[src/rtl/trim_cal_pkg.sv]
package trim_cal_pkg;
  typedef enum logic [2:0] {
    ST_IDLE, ST_ARM, ST_MEAS, ST_STORE, ST_INIT, ST_CALC
  } ctrlState_t;

  typedef struct packed {
    logic       tickClr;
    logic       accClr;
    logic       accAdd;
    logic       storeHigh;
    logic       storeLow;
    logic       searchInit;
    logic       searchStep;
    logic [1:0] stepBit;
  } dpCmd_t;
endpackage

[src/rtl/trim_cal_dp.sv]
module trim_cal_dp
  import trim_cal_pkg::*;
#(
  parameter int CNT_W    = 16,
  parameter int AVG_LOG2 = 3
) (
  input  logic             clk,
  input  logic             rstN,
  input  logic             pulseIn,
  input  logic [CNT_W-1:0] targetPeriod,
  input  dpCmd_t           cmd,
  output logic             rise,
  output logic             fall,
  output logic [CNT_W-1:0] tickCnt,
  output logic [3:0]       trimField
);
  localparam int ACC_W  = CNT_W + AVG_LOG2;
  localparam int PROD_W = 2 * CNT_W + 4;

  logic [2:0]       syncQ;
  logic [ACC_W-1:0] acc;
  logic [CNT_W-1:0] pHigh, pLow, pIdeal;
  logic [3:0]       qReg, trial;
  logic             lockQ;
  logic [PROD_W-1:0] numProd, denProd, trialProd;

  // two synchroniser stages plus one history stage for edge detection
  always_ff @(posedge clk or negedge rstN) begin
    if (!rstN) syncQ <= '0;
    else       syncQ <= {syncQ[1:0], pulseIn};
  end
  assign rise = syncQ[1] & ~syncQ[2];
  assign fall = ~syncQ[1] & syncQ[2];

  always_ff @(posedge clk or negedge rstN) begin
    if (!rstN)                tickCnt <= '0;
    else if (cmd.tickClr)     tickCnt <= CNT_W'(1);
    else if (tickCnt != '1)   tickCnt <= tickCnt + 1'b1;
  end

  always_ff @(posedge clk or negedge rstN) begin
    if (!rstN)            acc <= '0;
    else if (cmd.accClr)  acc <= '0;
    else if (cmd.accAdd)  acc <= acc + ACC_W'(tickCnt);
  end

  always_ff @(posedge clk or negedge rstN) begin
    if (!rstN) begin
      pHigh <= '0;
      pLow  <= '0;
    end else begin
      if (cmd.storeHigh) pHigh <= acc[ACC_W-1:AVG_LOG2];
      if (cmd.storeLow)  pLow  <= acc[ACC_W-1:AVG_LOG2];
    end
  end

  // ratio of frequency distances expressed on periods
  assign numProd   = (PROD_W'(pLow - pIdeal) * PROD_W'(pHigh)) << 4;
  assign denProd   = PROD_W'(pLow - pHigh) * PROD_W'(pIdeal);
  assign trial     = qReg | (4'd1 << cmd.stepBit);
  assign trialProd = PROD_W'(trial) * denProd;

  always_ff @(posedge clk or negedge rstN) begin
    if (!rstN) begin
      qReg   <= '0;
      lockQ  <= 1'b0;
      pIdeal <= '0;
    end else if (cmd.searchInit) begin
      pIdeal <= targetPeriod;
      if (targetPeriod >= pLow) begin
        qReg  <= 4'd0;
        lockQ <= 1'b1;
      end else if (targetPeriod <= pHigh) begin
        qReg  <= 4'd15;
        lockQ <= 1'b1;
      end else begin
        qReg  <= 4'd0;
        lockQ <= 1'b0;
      end
    end else if (cmd.searchStep && !lockQ && (trialProd <= numProd)) begin
      qReg <= trial;
    end
  end

  assign trimField = {~qReg[3], qReg[2:0]};
endmodule

[src/rtl/trim_cal_ctrl.sv]
module trim_cal_ctrl
  import trim_cal_pkg::*;
#(
  parameter int CNT_W         = 16,
  parameter int AVG_LOG2      = 3,
  parameter int TIMEOUT_TICKS = 50000
) (
  input  logic             clk,
  input  logic             rstN,
  input  logic             start,
  input  logic             pointSel,
  input  logic             preambleMode,
  input  logic             rise,
  input  logic             fall,
  input  logic [CNT_W-1:0] tickCnt,
  output dpCmd_t           cmd,
  output logic             resultValid,
  output logic             errFlag
);
  localparam int NUM_ELEM = 1 << AVG_LOG2;
  localparam int EC_W     = AVG_LOG2 + 1;
  localparam logic [EC_W-1:0] LAST_ELEM = EC_W'(NUM_ELEM - 1);

  ctrlState_t      state;
  logic            ptHigh, preMode, haveHigh, haveLow;
  logic [EC_W-1:0] elemCnt;
  logic [1:0]      stepCnt;
  logic            elemEdge, timedOut;

  assign elemEdge = preMode ? fall : rise;
  assign timedOut = tickCnt >= CNT_W'(TIMEOUT_TICKS);

  always_comb begin
    cmd = '0;
    if (start) begin
      cmd.tickClr = 1'b1;
    end else begin
      unique case (state)
        ST_ARM:   if (rise) begin
                    cmd.tickClr = 1'b1;
                    cmd.accClr  = 1'b1;
                  end
        ST_MEAS:  begin
                    cmd.accAdd  = elemEdge;
                    cmd.tickClr = rise;
                  end
        ST_STORE: begin
                    cmd.storeHigh = ptHigh;
                    cmd.storeLow  = ~ptHigh;
                  end
        ST_INIT:  cmd.searchInit = 1'b1;
        ST_CALC:  begin
                    cmd.searchStep = 1'b1;
                    cmd.stepBit    = stepCnt;
                  end
        default:  ;
      endcase
    end
  end

  always_ff @(posedge clk or negedge rstN) begin
    if (!rstN) begin
      state       <= ST_IDLE;
      ptHigh      <= 1'b0;
      preMode     <= 1'b0;
      haveHigh    <= 1'b0;
      haveLow     <= 1'b0;
      elemCnt     <= '0;
      stepCnt     <= '0;
      resultValid <= 1'b0;
      errFlag     <= 1'b0;
    end else if (start) begin
      state       <= ST_ARM;
      ptHigh      <= pointSel;
      preMode     <= preambleMode;
      resultValid <= 1'b0;
      errFlag     <= 1'b0;
      if (pointSel) haveHigh <= 1'b0;
      else          haveLow  <= 1'b0;
    end else begin
      unique case (state)
        ST_ARM: begin
          if (rise) begin
            elemCnt <= '0;
            state   <= ST_MEAS;
          end else if (timedOut) begin
            errFlag <= 1'b1;
            state   <= ST_IDLE;
          end
        end
        ST_MEAS: begin
          if (elemEdge) elemCnt <= elemCnt + 1'b1;
          if (elemEdge && elemCnt == LAST_ELEM) begin
            state <= ST_STORE;
          end else if (!rise && timedOut) begin
            errFlag <= 1'b1;
            state   <= ST_IDLE;
          end
        end
        ST_STORE: begin
          if (ptHigh) haveHigh <= 1'b1;
          else        haveLow  <= 1'b1;
          state <= (ptHigh ? haveLow : haveHigh) ? ST_INIT : ST_IDLE;
        end
        ST_INIT: begin
          stepCnt <= 2'd3;
          state   <= ST_CALC;
        end
        ST_CALC: begin
          if (stepCnt == 2'd0) begin
            resultValid <= 1'b1;
            state       <= ST_IDLE;
          end else begin
            stepCnt <= stepCnt - 1'b1;
          end
        end
        default: state <= ST_IDLE;
      endcase
    end
  end
endmodule

[src/rtl/trim_cal_engine.sv]
module trim_cal_engine
  import trim_cal_pkg::*;
#(
  parameter int CNT_W         = 16,
  parameter int AVG_LOG2      = 3,
  parameter int TIMEOUT_TICKS = 50000
) (
  input  logic             clk,
  input  logic             rstN,
  input  logic             start,
  input  logic             pointSel,
  input  logic             preambleMode,
  input  logic             pulseIn,
  input  logic [CNT_W-1:0] targetPeriod,
  output logic [3:0]       trimField,
  output logic             resultValid,
  output logic             errFlag
);
  dpCmd_t           cmd;
  logic             rise, fall;
  logic [CNT_W-1:0] tickCnt;

  trim_cal_ctrl #(
    .CNT_W(CNT_W), .AVG_LOG2(AVG_LOG2), .TIMEOUT_TICKS(TIMEOUT_TICKS)
  ) ctrl_i (
    .clk(clk), .rstN(rstN), .start(start), .pointSel(pointSel),
    .preambleMode(preambleMode), .rise(rise), .fall(fall),
    .tickCnt(tickCnt), .cmd(cmd), .resultValid(resultValid),
    .errFlag(errFlag)
  );

  trim_cal_dp #(
    .CNT_W(CNT_W), .AVG_LOG2(AVG_LOG2)
  ) dp_i (
    .clk(clk), .rstN(rstN), .pulseIn(pulseIn),
    .targetPeriod(targetPeriod), .cmd(cmd), .rise(rise), .fall(fall),
    .tickCnt(tickCnt), .trimField(trimField)
  );
endmodule

[config.mk]
export PLATFORM = sky130hd
export DESIGN_NAME = trim_cal_engine
export DESIGN_NICKNAME = d
export VERILOG_FILES = /design/src/rtl/trim_cal_pkg.sv /design/src/rtl/trim_cal_dp.sv /design/src/rtl/trim_cal_ctrl.sv /design/src/rtl/trim_cal_engine.sv
export SDC_FILE = /design/constraint.sdc
export NUM_CORES = 2
export LEC_CHECK = 0
export CAP_MARGIN = 20
export CORE_MARGIN = 2
export CORE_UTILIZATION = 50
export DETAILED_ROUTE_END_ITERATION = 12
export HOLD_SLACK_MARGIN = 0.08
export PLACE_DENSITY_LB_ADDON = 0.08
export SLEW_MARGIN = 20
export SYNTH_ARGS = -nofsm -noshare
export SYNTH_HDL_FRONTEND = slang
export SYNTH_HIERARCHICAL = 1
export SYNTH_SLANG_ARGS = --single-unit
export TNS_END_PERCENT = 20
[constraint.sdc]
create_clock -name clk -period 13.5 [get_ports clk]
set_input_delay 2.7 -clock clk [delete_from_list [all_inputs] [get_ports clk]]
set_output_delay 2.7 -clock clk [all_outputs]
set_load 0.005 [all_outputs]
# After elaboration in Yosys (flattened, before gate mapping)
# Index checks and enable logic that the tools add are counted.
[classes] n_eq_ne=20 muxes=51 n_mul=3 n_div=0 n_bitwise=8 order_cmp=4 reduce_logical=24 n_shift=1 n_addsub=6
[ops] operator="19-bit 2-to-1 mux" n=2
[ops] operator="36-bit less-or-equal comparator" n=1
[ops] operator="36-bit by 16-bit multiplier with 32-bit output" n=1
[ops] operator="36-bit by 16-bit multiplier with 36-bit output" n=1
[ops] operator="4-bit by 36-bit multiplier with 36-bit output" n=1
[ops] operator="16-bit by 16-bit subtractor with 17-bit output" n=2
[ops] operator="16-bit 2-to-1 mux" n=2
[ops] operator="1-bit 2-to-1 mux" n=24
[ops] operator="3-bit 2-to-1 mux" n=8
[ops] operator="4-bit 2-to-1 mux" n=6
[ops] operator="19-bit by 16-bit adder with 19-bit output" n=1
[ops] operator="2-bit nonzero test" n=9
[ops] operator="16-bit by 1-bit adder with 16-bit output, second input constant" n=1
[ops] operator="16-bit greater-or-equal comparator" n=1
[ops] operator="16-bit greater-or-equal comparator, second input constant" n=1
[ops] operator="16-bit less-or-equal comparator" n=1
[ops] operator="16-bit != test, second input constant" n=1
[ops] operator="3-bit case mux with 5 select lines" n=1
[ops] operator="3-bit AND reduction" n=4
[ops] operator="3-bit by 2-bit != test with 1-bit output, second input constant" n=3
[ops] operator="8-bit 2-to-1 mux" n=1
[ops] operator="4-bit by 2-bit != test with 1-bit output, second input constant" n=2
[ops] operator="4-bit case mux with 2 select lines" n=1
[ops] operator="3-bit by 2-bit == test with 1-bit output, second input constant" n=2
[ops] operator="other kinds (22)" n=40
[totals] mem_bits_ro=0 memories=0 word_cells=134 register_bits=106 inputBits=22 out_inout_bits=6 latch_bits=0 ramBits=0

# Depth between registers and ports, before layout
[logic_depth] word_depth=12 ltp_mapped=67 ltp_nobuf=65

# Cells and area by module
# Netlist, hierarchy kept.
[by_module_without_submodules] module="trim_cal_dp" area_each_um2=31196.2 cells_per_inst=3569 seq_area_each_um2=2277.2 instances=1
[by_module_without_submodules] module="trim_cal_ctrl" area_each_um2=855.8 cells_per_inst=89 seq_area_each_um2=375.4 instances=1

# Worst setup path before layout
# No wires, ideal clock.
[synth_path] path_type="register to register" startpoint="register dp_i.pHigh[0]" endpoint="register dp_i.qReg[0]" required_time_ps=13384 path_slack_ps=-211 arrival_ps=13595 n_path_buf=2 path_stages_with_launch=64 synth_period_minus_slack_ps=13711 setup_time_ps=116 path_cell_list="dfrtp_1 ha_1 fa_1 nor2b_1 o21ai_0 a21boi_0 o21ai_0 a21boi_0 o21ai_0 a21boi_0 o21ai_0 a211oi_2 o21ai_0 a31oi_1 clkbuf_1 nand2_1 fa_1 fa_1 [28 not listed] o21ba_2 o21a_1 o21ai_0 nor2b_1 xnor2_1 ha_1 a21o_1 a21o_1 a21o_1 a21oi_1 nor2b_1 o21ai_0 nand2b_1 a2111oi_0 o21ai_0 and3b_1 clkbuf_1 o311ai_0"
[synth_between] elab_chain_cells=6 elab_cells_between_ends=11 classes_between="add/sub (1); mul (3); order compare (2); mux (3); reduce/logical (2)"
[synth_rtl] element="start, declared" line_no="trim_cal_dp.sv:22" rtl="logic [CNT_W-1:0] pHigh, pLow, pIdeal;"
[synth_rtl] element="start signal, assigned" line_no="trim_cal_dp.sv:52" rtl="if (cmd.storeHigh) pHigh <= acc[ACC_W-1:AVG_LOG2];"
[synth_rtl] element="16-bit by 16-bit subtractor with 17-bit output" line_no="trim_cal_dp.sv:59" rtl="assign denProd = PROD_W'(pLow - pHigh) * PROD_W'(pIdeal);"
[synth_rtl] element="36-bit by 16-bit multiplier with 36-bit output" line_no="trim_cal_dp.sv:59"
[synth_rtl] element="4-bit by 36-bit multiplier with 36-bit output" line_no="trim_cal_dp.sv:61" rtl="assign trialProd = PROD_W'(trial) * denProd;"
[synth_rtl] element="36-bit less-or-equal comparator" line_no="trim_cal_dp.sv:80" rtl="end else if (cmd.searchStep && !lockQ && (trialProd <= numProd)) begin"
[synth_rtl] element="1-bit logical AND" line_no="trim_cal_dp.sv:80"
[synth_rtl] element="2-bit nonzero test (no line)"
[synth_rtl] element="end signal, assigned" line_no="trim_cal_dp.sv:81" rtl="qReg <= trial;"
[synth_rtl] element="end, declared" line_no="trim_cal_dp.sv:23" rtl="logic [3:0] qReg, trial;"
# Parallel ways exist; a longest one is shown, timed or not.
# A chain may end at the register's enable or synchronous reset.

# Worst setup path after layout
[layout_path] startpoint="register dp_i.pHigh[1]" endpoint="register dp_i.qReg[2]"
# Same word-level chain as after synthesis.

==> results.toml <==
[routing]
antenna_left = 0
routed_via_density = 5.46
drc = 0
drt-initial-drc-count = 1366
via_count = 25200
routed_wl_mm = 92.4
firstDrtPassIters = 5
wl_per_cell_um = 20.0

[yosys]
yosysMostFrequentCell = "inv_1"
synthArstFlopShare = 1.00
synth_area_per_cell_um2 = 8.76
synth_area_leaders = "fa_1 39%, ha_1 12%, inv_1 9.0%"
ys_ff_latch = 106
ys.flop_type = "dfrtp_1"
yosysUniqueCellTypes = 72
netlist_top_cells_count = "772 x inv_1, 624 x fa_1, 425 x nand2_1, 302 x ha_1, 229 x and2_1"
synth-edff-count = 0
ys_seq_area_frac = 0.0828
yosys.area.top_type = "fa_1"
netlist_area_um2 = 32100
yosysWarnings = 6
syn-num-nets = 4606
syn_inst = 3658
synth_top_area_frac = 0.390

[timing]
finalClockSkew_ps = 24.9
rsz0062_at_grt = "yes"
drv_slew = 0
hold_viol_final = 0
hold_ws_ps = 347
slew_headroom = 0.212
fmax_mhz = 75.8
setup_violations = 0
worst_slew_pin_slew_ps = 1180
timing.final.crit_share = 0.977
finalCriticalPeriod_ps = 13190

[worst_setup_path]
cp-end-kind = "flip-flop"
crit_slowest_cell = "fa_1"
startpoint_type = "flip-flop"
worst_ep_required_time_ps = 13710
crit_arrival_ps = 13400
cp_common_cell = "fa_1"
critical_path_class = "flip-flop to flip-flop"
max_stage_delay_ps = 570
path_max_fanout = 15

[clock_tree]
h-tree-depth = 3
clk-insertion-delay-late_ps = 370
path_clk_slew_ps = 100
ctsRootBufferMaster = "clkbuf_16"
cts_buffer_depth = 2
cts_tree = "built"
clock-sinks = 106
cts_buffers = 9

[min_path]
min_path_type = "flip-flop to flip-flop"

[global_route]
met2_usage = 0.494
track_usage = 0.285
grt_pass1_wl_mm = 148
met3_usage = 0.0221
grt_busiest_layer = "met2"
grt_pass1_vias = 26900
grt_max_degree = 69
met1_usage = 0.389
grt_overflow = 0
antenna_found_initial = 0

[die]
die_area_um2 = 66100
ioPinCount = 28
start_util = 0.507
fp.dieH_um = 257
fp.coreArea_um2 = 63200
num_rows = 92
fp.dieW_um = 257

[run_status]
status = "completed"

[placement]
place_congestion = 0.925
io_buffer_count = 27
dp.cells = 4580
dp_hpwl_mm = 76.9

[cells_and_area]
syn_to_final_growth_pct = 10.2
fillerInstances = 5762
diodes = 0
instances_no_fill = 4619
multiInputGateArea_um2 = 26600
drive_gt1_frac = 0.0917
layout.nets = 4716
ff_latch_area_um2 = 2650

[run]
max_cap_violations = 0
-- repair_timing --
item,CTS,global route
hold buffers,0,0
endpoints found under the setup margin,4,4
hold endpoints to repair,0,0
resized for setup,32,111
buffers inserted,8,15
pin swaps,11,88
-- cell families (layout without fill, tap and decap cells) --
logic type,after synthesis,after routing,share of synthesized area
buf+inv,895,1010,0.106
xor+xnor,157,157,0.0429
compound gates,447,447,0.0889
fa+ha+maj,926,926,0.508
mux,22,22,0.00707
simple gates,1105,1105,0.165
flops,106,106,0.0828
-- through the flow --
step	TNS [ps]	instance area (um^2)	utilization	setup slack (ps)
after floorplan	0	32100	-	23.9
after global placement	-965	34200	0.542	-243
after detailed placement	-2070	34200	0.542	-555
after CTS	0	34700	0.549	9.35
after global routing	-982	35300	0.559	-261
final	0	35300	0.559	308
-- sequential cells by signal, indices dropped and copies added (netlist names) --
name                cells
dp_i/tickCnt           16
dp_i/lockQ              1
ctrl_i/preMode          1
ctrl_i/haveLow          1
dp_i/pIdeal            16
dp_i/acc               19
ctrl_i/errFlag          1
ctrl_i/resultValid      1
dp_i/qReg               4
ctrl_i/ptHigh           1
dp_i/pHigh             16
ctrl_i/elemCnt          4
ctrl_i/stepCnt          2
dp_i/pLow              16
ctrl_i/state            3
dp_i/syncQ              3
ctrl_i/haveHigh         1
-- metal layers --
| layer | up-vias | routed length (um) |
|---|---|---|
| li1 | 11500 | - |
| met1 | 13000 | 40500 |
| met2 | 575 | 46100 |
| met3 | 128 | 3380 |
| met4 | 0 | 2450 |
| met5 | - | 0 |
-- worst paths after layout --
path / startpoint / endpoint / slack (ps) / depth (start not counted)
worst min-delay path: dp_i/syncQ[0] / dp_i/syncQ[1] / 350 / 0
min in group asynchronous: rstN / dp_i/acc[0] / 2300 / 1
worst max register to register: dp_i/pHigh[1] / dp_i/qReg[2] / 310 / 56
worst max-delay path: dp_i/pHigh[1] / dp_i/qReg[2] / 310 / 56
worst min register to register: dp_i/syncQ[0] / dp_i/syncQ[1] / 350 / 0
max in group asynchronous: rstN / dp_i/pLow[7] / 9830 / 2
-- worst max-delay path, delay by kind of cell, from the launching register on --
kind / cells / cell delay, ps
adder cells (fa/ha/maj): 11 / 4680
AND/OR/NAND/NOR: 10 / 2220
XOR/XNOR: 4 / 610
buffers and inverters: 9 / 1090
AO/OA/AOI/OAI: 22 / 3980
flip-flops: 1 / 430
-- placed cells by master (no fill, tap or decap), types with 17 or more instances in the layout --
master,synthesis,final
xor2_1,60,56
clkdlybuf4s50_1,0,26
o21ai_0,127,109
a21o_1,74,74
inv_1,772,763
dfrtp_1,106,106
xnor2_1,97,87
nand2_1,425,421
nor2b_1,29,26
a21oi_1,113,102
nand3_1,45,45
o21a_1,19,19
and3_1,26,24
mux2i_1,17,17
ha_1,302,290
buf_4,3,192
nand4_1,19,19
fa_1,624,614
and2_1,229,227
nor3_1,41,35
nand2b_1,47,47
nor2_1,201,195
-- area by class of cell --
cell class,instances,share of cell area
Multi-Input combinational cell,2657,0.754
Inverter,772,0.0820
Sequential cell,106,0.0751
Timing Repair Buffer,222,0.0502
Tap cell,846,0.0300
Clock buffer,9,0.00638
Clock inverter,7,0.00227
Power is not shown: default switching activity piles up to over one toggle a cycle in this logic, so the estimate is an artifact.
